File: src/rtl/wrbuf_pkg.sv
package wrbuf_pkg;

  // Control -> datapath strobes
  typedef struct packed {
    logic push;
    logic pop;
    logic selRead;
    logic fastHit;
  } wbStrobe_t;

  // Datapath -> control status
  typedef struct packed {
    logic empty;
    logic full;
    logic allClean;
    logic addrHit;
  } wbStatus_t;

  typedef enum logic [1:0] {
    BUS_IDLE = 2'd0,
    BUS_REQ  = 2'd1,
    BUS_WAIT = 2'd2
  } busState_t;

endpackage

File: src/rtl/wrbuf_dp.sv
module wrbuf_dp
  import wrbuf_pkg::*;
#(
  parameter int AW    = 32,
  parameter int DW    = 32,
  parameter int DEPTH = 4
) (
  input  logic          clk,
  input  logic          rst,
  input  wbStrobe_t     strobe,
  input  logic [AW-1:0] wrAddr,
  input  logic [DW-1:0] wrData,
  input  logic          wrHit,
  input  logic          wrIo,
  input  logic [AW-1:0] rdAddr,
  input  logic [DW-1:0] rdHitData,
  input  logic [DW-1:0] rspData,
  output wbStatus_t     status,
  output logic [AW-1:0] busAddr,
  output logic [DW-1:0] busData,
  output logic [DW-1:0] rdData
);

  localparam int PW = $clog2(DEPTH);

  logic [AW-1:0]    addrMem [DEPTH];
  logic [DW-1:0]    dataMem [DEPTH];
  logic [DEPTH-1:0] hitMem;
  logic [DEPTH-1:0] ioMem;
  logic [DEPTH-1:0] vld;
  logic [PW-1:0]    wrPtr;
  logic [PW-1:0]    rdPtr;
  logic [DEPTH-1:0] matchVec;
  logic [DEPTH-1:0] dirtyVec;

  // Occupancy and pointers
  always_ff @(posedge clk) begin
    if (rst) begin
      vld   <= '0;
      wrPtr <= '0;
      rdPtr <= '0;
    end else begin
      if (strobe.push) begin
        vld[wrPtr] <= 1'b1;
        wrPtr      <= wrPtr + 1'b1;
      end
      if (strobe.pop) begin
        vld[rdPtr] <= 1'b0;
        rdPtr      <= rdPtr + 1'b1;
      end
    end
  end

  // Entry payload, no reset needed
  always_ff @(posedge clk) begin
    if (strobe.push) begin
      addrMem[wrPtr] <= wrAddr;
      dataMem[wrPtr] <= wrData;
      hitMem[wrPtr]  <= wrHit;
      ioMem[wrPtr]   <= wrIo;
    end
  end

  // Parallel per-entry compare for the bypass decision
  for (genvar i = 0; i < DEPTH; i++) begin : g_entry
    assign matchVec[i] = vld[i] && (addrMem[i] == rdAddr);
    assign dirtyVec[i] = vld[i] && (!hitMem[i] || ioMem[i]);
  end

  always_comb begin
    status.empty    = ~|vld;
    status.full     = &vld;
    status.allClean = ~|dirtyVec;
    status.addrHit  = |matchVec;
    busAddr = strobe.selRead ? rdAddr : addrMem[rdPtr];
    busData = strobe.selRead ? '0     : dataMem[rdPtr];
    rdData  = strobe.fastHit ? rdHitData : rspData;
  end

endmodule

File: src/rtl/wrbuf_ctl.sv
module wrbuf_ctl
  import wrbuf_pkg::*;
(
  input  logic      clk,
  input  logic      rst,
  input  wbStatus_t status,
  input  logic      coreWrValid,
  input  logic      coreRdValid,
  input  logic      coreRdHit,
  input  logic      coreRdIo,
  input  logic      busReqReady,
  input  logic      busRspValid,
  output wbStrobe_t strobe,
  output logic      coreWrReady,
  output logic      coreRdDone,
  output logic      busReqValid,
  output logic      busReqWrite
);

  busState_t state;
  logic      kindRd;
  logic      fastHit;
  logic      rdMiss;
  logic      bypassOk;
  logic      rdGo;
  logic      rspHere;

  always_comb begin
    fastHit  = coreRdValid && coreRdHit && !coreRdIo;
    rdMiss   = coreRdValid && !fastHit;
    bypassOk = !coreRdIo && status.allClean && !status.addrHit;
    rdGo     = rdMiss && (status.empty || bypassOk);
    rspHere  = (state == BUS_WAIT) && busRspValid;
  end

  always_ff @(posedge clk) begin
    if (rst) begin
      state  <= BUS_IDLE;
      kindRd <= 1'b0;
    end else begin
      unique case (state)
        BUS_IDLE: begin
          if (rdGo) begin
            state  <= BUS_REQ;
            kindRd <= 1'b1;
          end else if (!status.empty) begin
            state  <= BUS_REQ;
            kindRd <= 1'b0;
          end
        end
        BUS_REQ:  if (busReqReady) state <= BUS_WAIT;
        BUS_WAIT: if (busRspValid) state <= BUS_IDLE;
        default:  state <= BUS_IDLE;
      endcase
    end
  end

  always_comb begin
    coreWrReady    = !status.full && !coreRdValid;
    strobe.push    = coreWrValid && coreWrReady;
    strobe.pop     = rspHere && !kindRd;
    strobe.selRead = kindRd;
    strobe.fastHit = fastHit;
    coreRdDone     = fastHit || (rspHere && kindRd);
    busReqValid    = (state == BUS_REQ);
    busReqWrite    = !kindRd;
  end

endmodule

File: src/rtl/wrbuf_bypass.sv
module wrbuf_bypass
  import wrbuf_pkg::*;
#(
  parameter int AW    = 32,
  parameter int DW    = 32,
  parameter int DEPTH = 4
) (
  input  logic          clk,
  input  logic          rst,
  input  logic          coreWrValid,
  output logic          coreWrReady,
  input  logic [AW-1:0] coreWrAddr,
  input  logic [DW-1:0] coreWrData,
  input  logic          coreWrHit,
  input  logic          coreWrIo,
  input  logic          coreRdValid,
  input  logic [AW-1:0] coreRdAddr,
  input  logic          coreRdHit,
  input  logic          coreRdIo,
  input  logic [DW-1:0] coreRdHitData,
  output logic          coreRdDone,
  output logic [DW-1:0] coreRdData,
  output logic          busReqValid,
  input  logic          busReqReady,
  output logic          busReqWrite,
  output logic [AW-1:0] busReqAddr,
  output logic [DW-1:0] busReqData,
  input  logic          busRspValid,
  input  logic [DW-1:0] busRspData
);

  wbStrobe_t strobe;
  wbStatus_t status;

  wrbuf_ctl u_ctl (
    .clk         (clk),
    .rst         (rst),
    .status      (status),
    .coreWrValid (coreWrValid),
    .coreRdValid (coreRdValid),
    .coreRdHit   (coreRdHit),
    .coreRdIo    (coreRdIo),
    .busReqReady (busReqReady),
    .busRspValid (busRspValid),
    .strobe      (strobe),
    .coreWrReady (coreWrReady),
    .coreRdDone  (coreRdDone),
    .busReqValid (busReqValid),
    .busReqWrite (busReqWrite)
  );

  wrbuf_dp #(.AW(AW), .DW(DW), .DEPTH(DEPTH)) u_dp (
    .clk       (clk),
    .rst       (rst),
    .strobe    (strobe),
    .wrAddr    (coreWrAddr),
    .wrData    (coreWrData),
    .wrHit     (coreWrHit),
    .wrIo      (coreWrIo),
    .rdAddr    (coreRdAddr),
    .rdHitData (coreRdHitData),
    .rspData   (busRspData),
    .status    (status),
    .busAddr   (busReqAddr),
    .busData   (busReqData),
    .rdData    (coreRdData)
  );

endmodule

File: config.mk
export PLATFORM = sky130hd
export DESIGN_NAME = wrbuf_bypass
export DESIGN_NICKNAME = d
export VERILOG_FILES = /design/src/rtl/wrbuf_pkg.sv /design/src/rtl/wrbuf_dp.sv /design/src/rtl/wrbuf_ctl.sv /design/src/rtl/wrbuf_bypass.sv
export SDC_FILE = /design/constraint.sdc
export NUM_CORES = 1
export LEC_CHECK = 0
export BUFFER_PORTS_ARGS = -buffer_cell sky130_fd_sc_hd__buf_4
export CAP_MARGIN = 20
export CORE_AREA = 2 2 116 231
export CTS_CLUSTER_SIZE = 24
export DETAILED_ROUTE_END_ITERATION = 8
export DIE_AREA = 0 0 118 233
export GPL_TIMING_DRIVEN = 0
export PLACE_DENSITY = 0.73
export SLEW_MARGIN = 20
export SYNTH_ARGS = -nofsm -noshare
export SYNTH_HDL_FRONTEND = slang
export SYNTH_SLANG_ARGS = --single-unit
File: constraint.sdc
create_clock -name clk -period 3.8 [get_ports clk]
set_clock_uncertainty 0.15 [all_clocks]
set_input_delay 0.19 -clock clk [delete_from_list [all_inputs] [get_ports clk]]
set_output_delay 0.19 -clock clk [all_outputs]
set_load 0.03 [all_outputs]
==> out/qor.csv <==
stage;metric;value;unit
clocking;CTS max path bufs;3;
min_path;Hold Crit Class;input pin to flop;
timing;fin crit share;83.84;%
cells_and_area;Sequential Area;8188;sq um
logic_synthesis;Primary FF master, synth;edfxtp_1;
floorplanning;I/O pin cnt;270;
detailed_routing;number of remaining DRC errors;0;
global_routing;global-route wire length before repair;48780;microns
floorplanning;full die area;27490;sq um
logic_synthesis;Post-Synthesis Cells;804;
detailed_routing;average wire per standard cell;22.51;microns
cells_and_area;Antenna diodes;0;
logic_synthesis;Post-synth EDFFs;264;
clocking;Setup Fix Bufs, Post-CTS;0;
critical_path;worst r2r path cells;3;
critical_path;RR Startpoint;u_dp.vld[3];
floorplanning;row count;83;
timing;fin crit period;3.186;ns
global_routing;gr usage total;23.99;%
power;Pwr Density;418.6;nW/um^2
logic_synthesis;XOR/XNOR share of the synthesized area;9.347;%
timing;TNS Setup;0;ns
timing;hold slack;0.06210;ns
clocking;H-tree levels;1;
logic_synthesis;Synth Area in Simple Gates;7.707;%
global_routing;initial antenna violation count;2;
min_path;hold path depth;4;
floorplanning;Core Area;25650;sq um
detailed_routing;Final ANT Viol Nets;0;
global_routing;largest net degree at the start of global routing;40;
run_status;status;finished, final reports clean;
logic_synthesis;mean post-synth cell area;15.85;sq um
power;Leak;5.971;nW
floorplanning;starting density of the core;49.68;%
detailed_routing;drt first pass iters;5;
cells_and_area;Core Util, Final;64.39;%
placement;Final GP Congestion;0.8579;
detailed_routing;DR vias/cell;5.341;
logic_synthesis;sequential element share of the synthesized area;64.25;%
clocking;# hold bufs at CTS;73;
timing;unrepaired setup endpoints after global routing;no;
logic_synthesis;Yosys reg bits;277;
cells_and_area;Multi-input gate area;4218;sq um
clocking;Clock Sinks;277;
timing;Rel. slew slack;45.07;%
logic_synthesis;Synth Warn #;0;
critical_path;crit start category;flop;
cells_and_area;Final Non-Filler Cells;1496;
power;peak supply drop;0.5646;mV
cells_and_area;Layout area overhead;29.61;%
cells_and_area;Final Instance Area;16520;sq um
logic_synthesis;Post-Syn Area;12740;sq um
detailed_routing;DR iter-0 viols;444;
critical_path;crit-path max FO;10;
timing;FMAX;313.9;MHz
timing;pins over their slew limit;0;
critical_path;worst r2r dst;u_dp.dataMem[1][5];
cells_and_area;Final nets;1322;
critical_path;CP arrival;2.85;ns
critical_path;CP endpoint kind;output pin;
cells_and_area;Filler Cells Inserted;1890;
logic_synthesis;Synth async-reset ratio;0;%
timing;Fin. Hold Viols;0;
clocking;TritonCTS Buffers;23;
detailed_routing;final WL;33680;microns
placement;placed cells;1386;
clocking;clock-pin slew on the worst setup and hold paths;0.07;ns
floorplanning;Die Span Y;233;microns
min_path;Hold Path Sink;u_ctl.kindRd;
detailed_routing;via count;7990;
logic_synthesis;Compound-Gate Fraction of Synth Area;0.8837;%
timing;Worst-Margin Slew;0.8164;ns
critical_path;critical path launch point;u_ctl.kindRd;
critical_path;r2r setup slk;1.35;ns
critical_path;WS Path Type;flop to output pin;
timing;fin worst setup slack;0.6142;ns
logic_synthesis;net count after synthesis;982;
floorplanning;Die Wd;118;microns
power;Design Power;6.913;mW
critical_path;Critical Path RT;3.46;ns
logic_synthesis;post-synthesis adder-cell area fraction;0.7855;%
cells_and_area;layout cells sized above 1;36.25;%
run;max cap viols;0;
placement;post-place setup slack;1.154;ns
placement;Port Buf Inserts;237;
placement;DP HPWL;24970;microns
min_path;critical hold path startpoint;coreRdValid;
placement;Post-DP Area;15090;sq um
clocking;CTS tree;done;
clocking;clock latency at the later pin of the worst-skew pair;0.52;ns
timing;Final setup viols;0;
global_routing;grt total ovfl;0;
clocking;Resized Gates After CTS;0;
global_routing;vias in the first global route;8301;
clocking;clock root cell;clkbuf_16;
logic_synthesis;Yosys cell types;36;
logic_synthesis;mux contribution to synthesized area;14.22;%
logic_synthesis;largest family of logic cells by synthesized area;multiplexers;
## cell type report
class	count	share of cell area (%)
Multi-Input combinational cell	456	25.54
Tap cell	340	2.576
Clock buffer	26	3.553
Sequential cell	277	49.57
Inverter	9	0.2045
Timing Repair Buffer	315	15.94
Clock inverter	11	0.6590
Buffer	62	1.962
## placed cells by master (no fill, tap or decap), types with 3 or more instances in the layout
cell and instances:
edfxtp_1 264, mux4_2 64, nand3_1 4, clkinv_1 4, a211oi_1 4, ha_1 8
xnor2_2 7, nand2_1 101, mux2_2 32, nor3_1 4, clkbuf_1 19, buf_2 30
buf_4 239, buf_6 6, xor2_1 49, and3_4 4, and2_1 33, inv_1 9
buf_16 3, dfxtp_1 13, o21ai_0 5, buf_1 7, nor4_1 17, nor2_1 14
clkbuf_16 23, clkinv_2 3, xnor2_1 74, dlygate4sd3_1 73, nand4_1 23
## where the power goes
group / internal [mW] / switching, mW
clock network: 1.24 / 1.04
logic: 0.505 / 0.685
registers: 3.41 / 0.0295
## critical path: stages (launching register included)
cell and delay [ns]:
dfxtp_1 0.30, clkbuf_1 0.23, inv_1 0.16, clkbuf_1 0.59, clkbuf_1 0.58, nand2_1 0.10
nand2_1 0.17, buf_4 0.18
## state kept, by name, summed over array words and instances (netlist names), named ones only
| name | cells |
|---|---|
| u_dp.ioMem | 4 |
| u_ctl.state | 2 |
| u_dp.addrMem | 128 |
| u_dp.dataMem | 128 |
| u_dp.hitMem | 4 |
| u_dp.wrPtr | 2 |
| u_ctl.kindRd | 1 |
| u_dp.rdPtr | 2 |
| u_dp.vld | 4 |
## cell families after synthesis
kind of cell | Yosys count
DFF | 277
and+or+nand+nor | 204
xor gates and xnor gates | 130
muxes | 97
buffers and inverters | 71
AOI/OAI and AO/OA | 17
adders and majority gates | 8
## worst max path at each step
stage | cells past startpoint | endpoint | slack, ns
2_1_floorplan | 2 | u_dp.addrMem[0][0] | 0.41
6_report | 7 | busReqAddr[8] | 0.61
3_5_place_dp | 7 | busReqAddr[17] | 1.15
4_1_cts | 7 | busReqAddr[17] | 0.57
5_1_grt | 7 | busReqAddr[17] | 0.45
3_3_place_gp | 2 | u_dp.dataMem[0][9] | -0.76
## Yosys cell counts, drive strengths merged (2+ instances only)
master  count  share of area, %
nor3        5              0.24
clkbuf     17              0.51
xnor2      81               6.0
nor2       14              0.41
o21ai       5              0.20
inv         9              0.27
buf        45               2.0
nor4       17              0.83
dfxtp      13               2.0
mux4       64                11
nand2     101               3.0
and2       33               1.6
edfxtp    264                62
and3        4              0.20
a211oi      4              0.24
nand3       4              0.16
xor2       49               3.4
nand4      23               1.1
mux2       32               2.8
nor2b       2             0.098
ha          8              0.79
o31ai       2              0.12
## metal layers
metal  global-route usage [%]  wire [microns]
met1                    26.83           11900
met2                    44.91           18560
met3                    3.603            1794
met4                    10.50            1390
met5                        0              33
Note: power is estimated with default switching activity, not from simulation.
